$ cat config.mk
export PLATFORM = sky130hd
export DESIGN_NAME = chan_pwr_ctrl
export DESIGN_NICKNAME = d
export VERILOG_FILES = /design/src/rtl/chan_pwr_pkg.sv /design/src/rtl/pwr_sync.sv /design/src/rtl/cs_hold_detect.sv /design/src/rtl/chan_state_ctrl.sv /design/src/rtl/chan_pwr_ctrl.sv
export SDC_FILE = /design/constraint.sdc
export NUM_CORES = 1
export LEC_CHECK = 0
export BUFFER_PORTS_ARGS = -buffer_cell sky130_fd_sc_hd__clkbuf_2
export CORE_UTILIZATION = 29
export DETAILED_ROUTE_END_ITERATION = 10
export HOLD_SLACK_MARGIN = 0.03
export PLACE_DENSITY = 0.51
export SETUP_SLACK_MARGIN = 0.1
export SYNTH_ARGS = -nofsm -noshare
export SYNTH_HDL_FRONTEND = slang
export SYNTH_SLANG_ARGS = --single-unit
export TNS_END_PERCENT = 50
$ cat constraint.sdc
create_clock -name clk -period 1.3 [get_ports clk]
set_input_delay 0.26 -clock clk [delete_from_list [all_inputs] [get_ports clk]]
set_output_delay 0.26 -clock clk [all_outputs]
set_load 0.01 [all_outputs]
$ cat src/rtl/chan_pwr_pkg.sv
package chan_pwr_pkg;
    localparam int unsigned DEF_NUM_CH    = 4;
    localparam int unsigned DEF_CS_EDGES  = 16;
    localparam int unsigned SYNC_STAGES   = 2;

    typedef enum logic [1:0] {
        CMD_NONE  = 2'd0,
        CMD_SET   = 2'd1,
        CMD_CLEAR = 2'd2
    } cmd_kind_e;
endpackage

$ cat src/rtl/pwr_sync.sv
module pwr_sync #(
    parameter int unsigned       WIDTH   = 1,
    parameter logic [WIDTH-1:0]  RST_VAL = '0
) (
    input  logic             clk,
    input  logic             rst_n,
    input  logic [WIDTH-1:0] din,
    output logic [WIDTH-1:0] dout
);
    import chan_pwr_pkg::*;

    logic [WIDTH-1:0] stage_q [SYNC_STAGES];

    generate
        for (genvar s = 0; s < SYNC_STAGES; s++) begin : g_stage
            logic [WIDTH-1:0] stage_d;
            if (s == 0) begin : g_first
                assign stage_d = din;
            end else begin : g_next
                assign stage_d = stage_q[s-1];
            end
            always_ff @(posedge clk or negedge rst_n) begin
                if (!rst_n) stage_q[s] <= RST_VAL;
                else        stage_q[s] <= stage_d;
            end
        end
    endgenerate

    assign dout = stage_q[SYNC_STAGES-1];
endmodule

$ cat src/rtl/cs_hold_detect.sv
module cs_hold_detect #(
    parameter int unsigned EDGES = 16
) (
    input  logic clk,
    input  logic rst_n,
    input  logic cs_n_s,
    input  logic sclk_s,
    output logic hold_fire
);
    localparam int unsigned CW = $clog2(EDGES + 1);
    localparam logic [CW-1:0] LIMIT = CW'(EDGES);

    typedef struct packed {
        logic          sclk_prev;
        logic [CW-1:0] cnt;
        logic          fire;
    } det_t;

    det_t det_d, det_q;

    always_comb begin
        logic rise;
        det_d           = det_q;
        rise            = sclk_s && !det_q.sclk_prev;
        det_d.sclk_prev = sclk_s;
        det_d.fire      = 1'b0;
        if (cs_n_s) begin
            det_d.cnt = '0;
        end else if (rise && det_q.cnt != LIMIT) begin
            det_d.cnt = det_q.cnt + 1'b1;
            if (det_q.cnt + 1'b1 == LIMIT) det_d.fire = 1'b1;
        end
    end

    always_ff @(posedge clk or negedge rst_n) begin
        if (!rst_n) det_q <= '0;
        else        det_q <= det_d;
    end

    assign hold_fire = det_q.fire;


    fire_at_limit_chk: assert property (@(posedge clk) disable iff (!rst_n)
        det_q.fire |-> det_q.cnt == LIMIT);

    fire_single_chk: assert property (@(posedge clk) disable iff (!rst_n)
        det_q.fire |=> !det_q.fire);

    cnt_clear_chk: assert property (@(posedge clk) disable iff (!rst_n)
        cs_n_s |=> det_q.cnt == '0);
endmodule

$ cat src/rtl/chan_state_ctrl.sv
module chan_state_ctrl #(
    parameter int unsigned NUM_CH = 4
) (
    input  logic              clk,
    input  logic              rst_n,
    input  logic              rst_req,
    input  logic              act_cmd,
    input  logic              deact_cmd,
    input  logic              swrst_cmd,
    input  logic [NUM_CH-1:0] cmd_mask,
    input  logic              lp_mode,
    output logic [NUM_CH-1:0] act_o,
    output logic              clk_fail_o,
    output logic              dev_reset_o
);
    import chan_pwr_pkg::*;

    typedef struct packed {
        logic [NUM_CH-1:0] act;
        logic              clk_fail;
        logic              dev_rst;
    } st_t;

    st_t st_d, st_q;

    always_comb begin
        logic [NUM_CH-1:0] set_m, clr_m;
        cmd_kind_e         kind;
        st_d  = st_q;
        kind  = CMD_NONE;
        if (deact_cmd || swrst_cmd) kind = CMD_CLEAR;
        else if (act_cmd)           kind = CMD_SET;
        set_m = (kind == CMD_SET)   ? cmd_mask : '0;
        clr_m = (kind == CMD_CLEAR) ? cmd_mask : '0;
        if (rst_req) st_d.act = '0;
        else         st_d.act = (st_q.act | set_m) & ~clr_m;
        st_d.clk_fail = lp_mode && (st_d.act == '0);
        st_d.dev_rst  = rst_req;
    end

    always_ff @(posedge clk or negedge rst_n) begin
        if (!rst_n) st_q <= '0;
        else        st_q <= st_d;
    end

    assign act_o       = st_q.act;
    assign clk_fail_o  = st_q.clk_fail;
    assign dev_reset_o = st_q.dev_rst;


    reset_standby_chk: assert property (@(posedge clk) disable iff (!rst_n)
        rst_req |=> st_q.act == '0);

    no_spont_act_chk: assert property (@(posedge clk) disable iff (!rst_n)
        !act_cmd |=> (st_q.act & ~$past(st_q.act)) == '0);

    clear_wins_chk: assert property (@(posedge clk) disable iff (!rst_n)
        (deact_cmd || swrst_cmd) |=> (st_q.act & $past(cmd_mask)) == '0);

    clk_fail_standby_chk: assert property (@(posedge clk) disable iff (!rst_n)
        st_q.clk_fail |-> st_q.act == '0);
endmodule

$ cat src/rtl/chan_pwr_ctrl.sv
module chan_pwr_ctrl #(
    parameter int unsigned NUM_CH   = chan_pwr_pkg::DEF_NUM_CH,
    parameter int unsigned CS_EDGES = chan_pwr_pkg::DEF_CS_EDGES
) (
    input  logic              clk,
    input  logic              por_n,
    input  logic              hw_rst_n,
    input  logic              cs_n,
    input  logic              sclk,
    input  logic              cmd_activate,
    input  logic              cmd_deactivate,
    input  logic              cmd_swreset,
    input  logic [NUM_CH-1:0] cmd_mask,
    input  logic              lp_mode,
    output logic [NUM_CH-1:0] chan_active,
    output logic              dev_reset,
    output logic              clk_fail
);
    logic [2:0] pins_s;
    logic       hold_fire;
    logic       rst_req;

    pwr_sync #(.WIDTH(3), .RST_VAL(3'b011)) i_sync (
        .clk  (clk),
        .rst_n(por_n),
        .din  ({sclk, cs_n, hw_rst_n}),
        .dout (pins_s)
    );

    cs_hold_detect #(.EDGES(CS_EDGES)) i_cs_hold (
        .clk      (clk),
        .rst_n    (por_n),
        .cs_n_s   (pins_s[1]),
        .sclk_s   (pins_s[2]),
        .hold_fire(hold_fire)
    );

    assign rst_req = !pins_s[0] || hold_fire;

    chan_state_ctrl #(.NUM_CH(NUM_CH)) i_state (
        .clk        (clk),
        .rst_n      (por_n),
        .rst_req    (rst_req),
        .act_cmd    (cmd_activate),
        .deact_cmd  (cmd_deactivate),
        .swrst_cmd  (cmd_swreset),
        .cmd_mask   (cmd_mask),
        .lp_mode    (lp_mode),
        .act_o      (chan_active),
        .clk_fail_o (clk_fail),
        .dev_reset_o(dev_reset)
    );


    por_quiet_chk: assert property (@(posedge clk)
        !por_n |-> (chan_active == '0 && !dev_reset && !clk_fail));
endmodule

Yosys cells after proc, flatten, opt, wreduce, memory -nomap -nowiden
Cells that the tools add are included.
{ "word_totals": {"ff_bits": 19, "latch_bits": 0, "mem_bits_rw": 0, "mem_bits_ro": 0, "inputBits": 13, "out_inout_bits": 6, "wordCells": 34, "mem_count": 0} }
{ "classes": {"addsub": 1, "mul": 0, "div": 0, "n_lt_le_gt_ge": 0, "eq_ne": 4, "n_shift": 0, "n_mux": 9, "bitwise_logic": 3, "reduce_logical": 9} }
{ "ops": {"columns": ["op", "n"], "rows": [
  ["4-bit 2-to-1 mux", 3],
  ["6-bit 2-to-1 mux", 1],
  ["5-bit by 1-bit adder with 5-bit output (second input constant)", 1],
  ["5-bit equality test (second input constant)", 1],
  ["5-bit 2-to-1 mux", 1],
  ["5-bit != test (second input constant)", 1],
  ["4-bit bitwise AND", 1],
  ["4-bit logical NOT", 1],
  ["4-bit NOT", 1],
  ["4-bit OR", 1],
  ["1-bit logical AND", 3],
  ["1-bit 2-to-1 mux", 3],
  ["2-bit by 1-bit equality test with 1-bit output (second input constant)", 1],
  ["2-bit equality test (second input constant)", 1],
  ["1-bit logical NOT", 2],
  ["1-bit logical OR", 2],
  ["2-bit 2-to-1 mux", 1],
  ["2-bit nonzero test", 1]
]} }

Depth between registers and ports, before layout
Gate-level depths: netlist of the first run.
{ "depth": {"depth_word": 9, "depth_mapped": 6, "mapped_depth_nobuf": 6} }

Cells and area by module
From an unflattened synthesis of the first run, not the netlist that was laid out.
{ "hier_totals": {"hier_cells": 66, "hier_area_um2": 804.5} }
{ "by_module_without_submodules": {"columns": ["module", "instances", "cells_each", "area_per_inst_um2", "seq_area_each_um2"], "rows": [
  ["cs_hold_detect", 1, 41, 415.4, 175.2],
  ["chan_state_ctrl", 1, 18, 227.7, 150.1],
  ["pwr_sync", 1, 6, 155.1, 155.1],
  ["chan_pwr_ctrl", 1, 1, 6.3, 0.0]
]} }

Worst setup path after synthesis of the first run
OpenSTA, ideal clock, no wires.
{ "synth_path": {"kind": "flip-flop to flip-flop", "start": "register i_cs_hold.det_q[1] in the netlist's numbering", "end": "register i_cs_hold.det_q[2] in the netlist's numbering", "setup_ns": 0.119, "arrival_ns": 1.226, "required_time_ns": 1.181, "setup_slack_ns": -0.044, "path_stages_with_launch": 7, "path_buffers": 0, "synth_period_minus_slack_ns": 1.344, "path_cell_list": "dfrtp_1 > inv_1 > ha_1 > nor2b_1 > a21boi_2 > mux2i_1 > nor2_1"} }
{ "synth_between": {"elab_chain_len": 3, "elab_cells_between_ends": 6, "cone_classes": "1 x add/sub; 1 x eq/ne; 2 x mux; 2 x reduce/logical"} }
{ "synth_rtl": {"columns": ["item", "line", "text"], "rows": [
  ["start: declaration", "cs_hold_detect.sv:19", "det_t det_d, det_q;"],
  ["start signal: assignment", "cs_hold_detect.sv:37", "else det_q <= det_d;"],
  ["5-bit by 1-bit adder with 5-bit output / 5-bit != test (equally long branches)", "cs_hold_detect.sv:30, cs_hold_detect.sv:29", null],
  ["6-bit 2-to-1 mux / 1-bit logical AND (equally long branches)", "cs_hold_detect.sv:29", "end else if (rise && det_q.cnt != LIMIT) begin"],
  ["5-bit 2-to-1 mux / 2-bit nonzero test (equally long branches)", null, null]
]} }
Parallel ways exist; a longest one is shown, timed or not. The select of a mux whose other input is x is not followed.
A chain may end at the register's enable or synchronous reset.

Worst setup path after layout of the first run
Ends and elaborated chain as after synthesis.

==> metrics.csv, run 1 <==
stage;metric;value;unit
logic_synthesis;synthCells;62;
run_status;outcome;finished clean;
power;p_int;0.000815;W
worst_setup_path;crit_path_end_kind;register;
cells_and_area;fillCellCount;237;
floorplanning;die_w;54.1;um
worst_setup_path;critPathMaxStageDelay;0.40;ns
clock_tree;htree_levels;1;
routing;via_count;557;
hold_path;hold_end;i_state.act_o[1]$_DFF_PN0_;
worst_setup_path;critPathSlowestCell;dfrtp_1;
timing;slew_headroom;0.700;
logic_synthesis;ys_seq_area_frac;0.610;
worst_setup_path;critPathRequiredTime;1.50;ns
power;seq_power_share;0.587;
clock_tree;path_clk_slew;0.11;ns
cells_and_area;multi_input_area;338;sq um
power;p_leak;0.489;nW
logic_synthesis;syn_nets;78;
hold_path;hold_class;in -> reg;
floorplanning;dieArea;0.00293;sq mm
worst_setup_path;critical_path.startpoint_type;register;
clock_tree;cts_buffer_depth;2;
timing;fin_crit_sh;0.994;
worst_setup_path;critPathBufInv;1;
timing;rsz0062_at_grt;true;
worst_setup_path;critical_path_class;reg -> reg;
place;dpl.hpwl;1.06;mm
routing;drt_first_iter_violations;1;
routing;wire_per_inst;11.4;um
hold_path;min_path_cells;2;
worst_setup_path;critPathTopFamily;flip-flops;
power;p_sw_frac;0.247;
logic_synthesis;ys_ff_latch;19;
power;p_comb_frac;0.135;
worst_setup_path;reg2reg_from;i_cs_hold.det_q[1]$_DFFE_PN0P_;
grt;met2_usage;0.169;
floorplanning;ioPinCount;19;
floorplanning;rows;18;
floorplanning;die_h;54.1;um
timing;fmax;0.774;GHz
grt;grt_max_degree;20;
routing;via_per_inst;4.49;
logic_synthesis;ys_types;22;
grt;grt_pass1_vias;516;
timing;fin_hold_ws;0.158;ns
routing;drc_errors;0;
cells_and_area;fin_cells;124;
worst_setup_path;crit_fanout;4;
power;powerDensity;1010;mW/mm^2
cells_and_area;fin_nets;111;
grt;grt_use_total;0.116;
place;dp.cells;114;
clock_tree;clkSinkCount;19;
power;ir_worst_vdd;0.881;mV
timing;tightest_slew;0.451;ns
power;power.switching;0.000267;W
cells_and_area;area_growth;35.6;%
worst_setup_path;arrival;1.49;ns
cells_and_area;ff_latch_area;480;sq um
cells_and_area;drive_gt1_frac;0.468;
timing;clock_skew;0.000716;ns
timing;slew_viol_final;0;
clock_tree;cts_buffers;3;
timing;finalHoldViolations;0;
grt;met3_usage;0.0508;
timing;finalCriticalPeriod;1.29;ns
worst_setup_path;crit_chain;inv_1 > ha_2 > nor2b_4 > a21boi_4 > mux2i_1 > nor2_1;
timing;setup_viol;0;
place;gp_congestion;0.797;
logic_synthesis;yosysWarnings;0;
worst_setup_path;r2r-end;i_cs_hold.det_q[2]$_DFFE_PN0P_;
grt;grt_overflow;0;
clock_tree;insertion_delay;0.29;ns
grt;antenna_found_initial;0;
flow_run;cap_violations;0;
logic_synthesis;netlist_area;788;sq um
worst_setup_path;rr_worst_depth;6;
grt;gr-usage-met1;0.159;
routing;wl;1.41;mm
timing;tns;0;ns
clock_tree;root_buffer;clkbuf_4;
clock_tree;cts_tree;built;
floorplanning;core-area;0.00252;sq mm
routing;ant_nets;0;
hold_path;hold_start;cmd_mask[1];
routing;firstDrtPassIters;4;
floorplanning;start_util;0.313;
worst_setup_path;reg2reg_slack;0.008;ns
cells_and_area;diodes;0;
logic_synthesis;avgSynthCellArea;12.7;sq um
grt;grt_first_pass_wirelength;2.32;mm
grt;grt.busiest_layer;met2;
power;clock_power_share;0.278;
power;total_power;0.00108;W
place;numPortBuffers;18;
cell usage after synthesis:
cell type  count  area (sq um)
a21oi_1        6          30.0
a211oi_2       4          50.1
dfrtp_1       15           375
inv_1          2          7.51
a211o_1        1          8.76
nand4_1        2          12.5
dfstp_2        4           105
and2_1         1          6.26
or2_4          1          8.76
nand2_1        5          18.8
nand2b_2       1          8.76
nor2b_1        2          12.5
xor2_1         2          17.5
ha_1           3          37.5
nor2b_2        1          8.76
nor2_1         5          18.8
o21ai_1        1          5.00
a21boi_2       1          11.3
mux2i_1        1          10.0
xnor2_1        1          8.76
nor4_1         1          6.26
and4b_1        2          20.0
kinds of logic after synthesis:
family,share of synthesized area
AOI/OAI and AO/OA,0.133
xor gates and xnor gates,0.0333
adders and majority gates,0.0476
buffers and inverters,0.00953
DFF,0.610
muxes,0.0127
and+or+nand+nor,0.154
per-layer routing:
metal / vias up / wire (um)
met5: - / 0
met4: 0 / 0
met3: 0 / 63
met2: 10 / 663
met1: 266 / 685
li1: 281 / -
area by class of cell:
| cell class | instances | share of cell area |
|---|---|---|
| inverters | 2 | 0.00703 |
| clock buffers | 3 | 0.0211 |
| repair buffers | 28 | 0.164 |
| clock inverters | 1 | 0.00703 |
| multi-input cells | 41 | 0.316 |
| flip-flops and latches | 19 | 0.450 |
| well taps | 30 | 0.0351 |
per-stage QoR:
step                      setup slack, ns  cell area [sq um]   util
after detailed placement          -0.0464                948  0.376
after global placement             0.0350                948  0.376
after floorplan                  0.000816                791      -
after global routing              -0.0993               1070  0.424
final                             0.00766               1070  0.424
after CTS                         -0.0706               1050  0.415
sequential cells by signal, summed over array words and instances, names as in the netlist:
register	count
i_state.clk_fail_o	1
i_cs_hold.hold_fire	1
i_cs_hold.det_q	6
i_sync.dout	3
i_state.dev_reset_o	1
i_sync.g_stage.stage_d	3
i_state.act_o	4
worst max-delay path by stage:
stage,startpoint,endpoint,slack [ns],cells after the start
CTS,i_cs_hold.det_q[1]$_DFFE_PN0P_,i_cs_hold.det_q[2]$_DFFE_PN0P_,-0.07,6
detailed placement,i_cs_hold.det_q[1]$_DFFE_PN0P_,i_cs_hold.det_q[2]$_DFFE_PN0P_,-0.05,6
finish,i_cs_hold.det_q[1]$_DFFE_PN0P_,i_cs_hold.det_q[2]$_DFFE_PN0P_,0.008,6
global route,i_cs_hold.det_q[1]$_DFFE_PN0P_,i_cs_hold.det_q[2]$_DFFE_PN0P_,-0.1,6
floorplan,i_cs_hold.det_q[1]$_DFFE_PN0P_,i_cs_hold.det_q[2]$_DFFE_PN0P_,0.0008,6
global placement,i_cs_hold.det_q[2]$_DFFE_PN0P_,i_cs_hold.hold_fire$_DFF_PN0_,0.03,6
placed cells by master, fill, tap and decap left out, drive strengths merged, types with 2 or more instances in the layout:
master	instances
xor2	2
dlygate4sd3	4
inv	2
nand2	5
nand4	2
ha	3
nor2	5
dfrtp	15
a21oi	6
and4b	2
buf	6
clkbuf	21
a211oi	4
nor2b	3
dfstp	4
power groups by stage:
| stage | sequential [W] | clock [W] | combinational [W] |
|---|---|---|---|
| floorplan | 0.000651 | 0 | 0.0000463 |
| global placement | 0.000645 | 0 | 0.000118 |
| detailed placement | 0.000646 | 0 | 0.000120 |
| CTS | 0.000635 | 0.000315 | 0.000142 |
| global route | 0.000639 | 0.000339 | 0.000163 |
| finish | 0.000635 | 0.000301 | 0.000146 |
worst reg2reg max path, stage by stage (launching register included):
cell	delay [ns]
dfrtp_1	0.40
inv_1	0.06
ha_2	0.17
nor2b_4	0.13
a21boi_4	0.17
mux2i_1	0.22
nor2_1	0.05
repair_timing:
item,in CTS,in global routing
setup endpoints to repair,7,7
hold buffers,3,1
pin swaps,4,4
setup buffers,2,0
gates resized for setup,5,2
hold endpoints to repair,17,1
No activity file was read; power rests on OpenSTA's default activity.
==> run 2, diff against run 1 <==
- CORE_UTILIZATION: 29 -> 45
- GPL_TIMING_DRIVEN: default -> 0
- PLACE_DENSITY: 0.51 -> 0.74
==> run 2 against run 1 <==
Against the previous run:
- count of clock-buffer cells in the layout unchanged
- largest power group unchanged
- total power increased by 1.1%
- highest routed layer unchanged
- sequential power about the same
- die area decreased by 34%
- clock power about the same
- sequential share of layout area decreased by 0.081 points
- global-route usage increased by 4.9 points
- combinational power increased by 6%
- critical endpoint is now i_cs_hold.hold_fire$_DFF_PN0_
==> metrics.csv, run 2 (synthesized netlist as in run 1, its figures left out) <==
stage;metric;value;unit
run_status;outcome;finished clean;
cells_and_area;largest_reg_flops;6;
grt;antenna_found_initial;0;
timing;tightest_slew;0.434;ns
cells_and_area;fillCellCount;126;
cells_and_area;fin_cells;107;
power;p_sw_frac;0.254;
cells_and_area;top_register;i_cs_hold.det_q;
floorplanning;dieArea;0.00192;sq mm
grt;grt_use_total;0.166;
grt;grt_overflow;0;
clock_tree;cts_tree;built;
place;dp.cells;96;
worst_setup_path;crit_path_end_kind;register;
worst_setup_path;crit_chain;buf_4 > and4b_1 > a21oi_1 > o21ai_1 > and4b_1;
hold_path;hold_class;in -> reg;
place;numPortBuffers;18;
cells_and_area;fin_nets;108;
cells_and_area;diodes;0;
clock_tree;clkSinkCount;19;
routing;drt_first_iter_violations;9;
worst_setup_path;critPathBufInv;1;
cells_and_area;ff_latch_area;483;sq um
timing;setup_viol;0;
timing;fmax;0.780;GHz
floorplanning;core-area;0.00158;sq mm
routing;via_count;557;
power;power.switching;0.000278;W
grt;grt_pass1_vias;560;
routing;wire_per_inst;12.7;um
power;powerDensity;1020;mW/mm^2
flow_run;cap_violations;0;
routing;route.met3.wl;63;um
worst_setup_path;critical_path_class;reg -> reg;
cells_and_area;drive_gt1_frac;0.538;
floorplanning;die_w;43.9;um
routing;wl;1.36;mm
worst_setup_path;arrival;1.48;ns
worst_setup_path;critPathSlowestCell;dfrtp_2;
power;p_leak;0.480;nW
clock_tree;htree_levels;1;
cells_and_area;most-common-layout-cells;18 x clkbuf_2, 13 x dfrtp_1, 5 x nand2_1, 5 x nor2_1;
timing;rsz0062_at_grt;true;
floorplanning;rows;14;
timing;finalHoldViolations;0;
timing;clock_skew;0.00752;ns
grt;grt_first_pass_wirelength;2.28;mm
worst_setup_path;critPathMaxStageDelay;0.43;ns
place;gp_congestion;0.799;
worst_setup_path;critPathRequiredTime;1.50;ns
power;p_int;0.000816;W
routing;firstDrtPassIters;6;
power;p_comb_frac;0.142;
worst_setup_path;crit_fanout;6;
clock_tree;cts_buffers;3;
clock_tree;path_clk_slew;0.11;ns
timing;finalCriticalPeriod;1.28;ns
cells_and_area;layout_commonest_cell;clkbuf_2;
power;seq_power_share;0.582;
power;ir_worst_vdd;0.916;mV
worst_setup_path;critical_path.startpoint_type;register;
cells_and_area;design_area;0.00108;sq mm
cells_and_area;area_growth;36.5;%
clock_tree;root_buffer;clkbuf_4;
timing;slew_headroom;0.711;
routing;ant_nets;0;
worst_setup_path;critPathMostFrequentCell;and4b_1;
cells_and_area;multi_input_area;385;sq um
routing;via_per_inst;5.21;
routing;top_layer;met3;
floorplanning;start_util;0.500;
timing;fin_crit_sh;0.986;
power;clock_power_share;0.276;
grt;grt_max_degree;20;
routing;wl_met2;695;um
place;dpl-instance-area;901;sq um
clock_tree;insertion_delay;0.30;ns
floorplanning;ioPinCount;19;
worst_setup_path;critPathTopFamily;flip-flops;
routing;m1WireLength;597;um
routing;drc_errors;0;
floorplanning;die_h;43.9;um
place;dpl.hpwl;919;um
clock_tree;cts_buffer_depth;2;
timing;slew_viol_final;0;
## run 2: cell count changes in the layout (fill, tap and decap cells not counted), moves of 2 or more
cell / previous run / this run
dfrtp_2: 0 / 2
a211oi_4: 0 / 3
inv_2: 0 / 2
a21oi_1: 6 / 4
inv_1: 2 / 0
buf_4: 6 / 4
a21oi_2: 0 / 2
a211oi_2: 4 / 1
dfrtp_1: 15 / 13
## run 2: through the flow
step | hold WS, ns | power [W] | util | setup slack (ns) | setup TNS (ns)
6_report | 0.0543 | 0.00109 | 0.683 | 0.0183 | 0
5_1_grt | 0.0334 | 0.00115 | 0.683 | -0.0392 | -0.0858
4_1_cts | 0.0465 | 0.00108 | 0.652 | -0.000312 | -0.000312
3_5_place_dp | 0.220 | 0.000750 | 0.571 | -0.138 | -0.271
3_3_place_gp | 0.216 | 0.000747 | 0.571 | -0.116 | -0.210
2_1_floorplan | -0.0356 | 0.000698 | - | 0.000816 | 0
## run 2: repair_timing
item	4_1_cts	5_1_grt
gates resized for setup	11	7
endpoints found under the hold margin	17	0
pin swaps	6	6
setup buffers	3	1
endpoints found under the setup margin	5	7
hold buffers	3	0
## run 2: worst paths after layout
| kind | from | end | slack (ns) | cells past startpoint |
|---|---|---|---|---|
| min in group asynchronous | por_n | i_state.clk_fail_o$_DFF_PN0_ | 0.42 | 2 |
| max | i_cs_hold.det_q[2]$_DFFE_PN0P_ | i_cs_hold.hold_fire$_DFF_PN0_ | 0.02 | 5 |
| min reg2reg | i_sync.g_stage[1].stage_d[2]$_DFF_PN0_ | i_sync.dout[2]$_DFF_PN0_ | 0.36 | 0 |
| max in group asynchronous | por_n | i_sync.dout[1]$_DFF_PN1_ | 0.55 | 2 |
| max reg2reg | i_cs_hold.det_q[2]$_DFFE_PN0P_ | i_cs_hold.hold_fire$_DFF_PN0_ | 0.02 | 5 |
| min | sclk | i_sync.g_stage[1].stage_d[2]$_DFF_PN0_ | 0.05 | 1 |
## run 2: layout make-up
class | count | area share
Multi-Input combinational cell | 41 | 0.358
Sequential cell | 19 | 0.449
Inverter | 2 | 0.00698
Clock buffer | 3 | 0.0209
Tap cell | 16 | 0.0186
Clock inverter | 1 | 0.00698
Timing Repair Buffer | 25 | 0.140
## run 2: power groups by stage
| stage | clock network (W) | registers (W) | logic, W |
|---|---|---|---|
| final | 0.000302 | 0.000636 | 0.000155 |
| after global routing | 0.000333 | 0.000640 | 0.000172 |
| after CTS | 0.000312 | 0.000636 | 0.000137 |
| after detailed placement | 0 | 0.000650 | 0.000100 |
| after global placement | 0 | 0.000648 | 0.0000987 |
| after floorplan | 0 | 0.000651 | 0.0000463 |
## run 2: metal layers
metal | vias up | GRT usage
met5 | - | 0
met4 | 0 | 0.0545
met3 | 0 | 0.0500
met2 | 17 | 0.301
met1 | 267 | 0.183
li1 | 273 | -
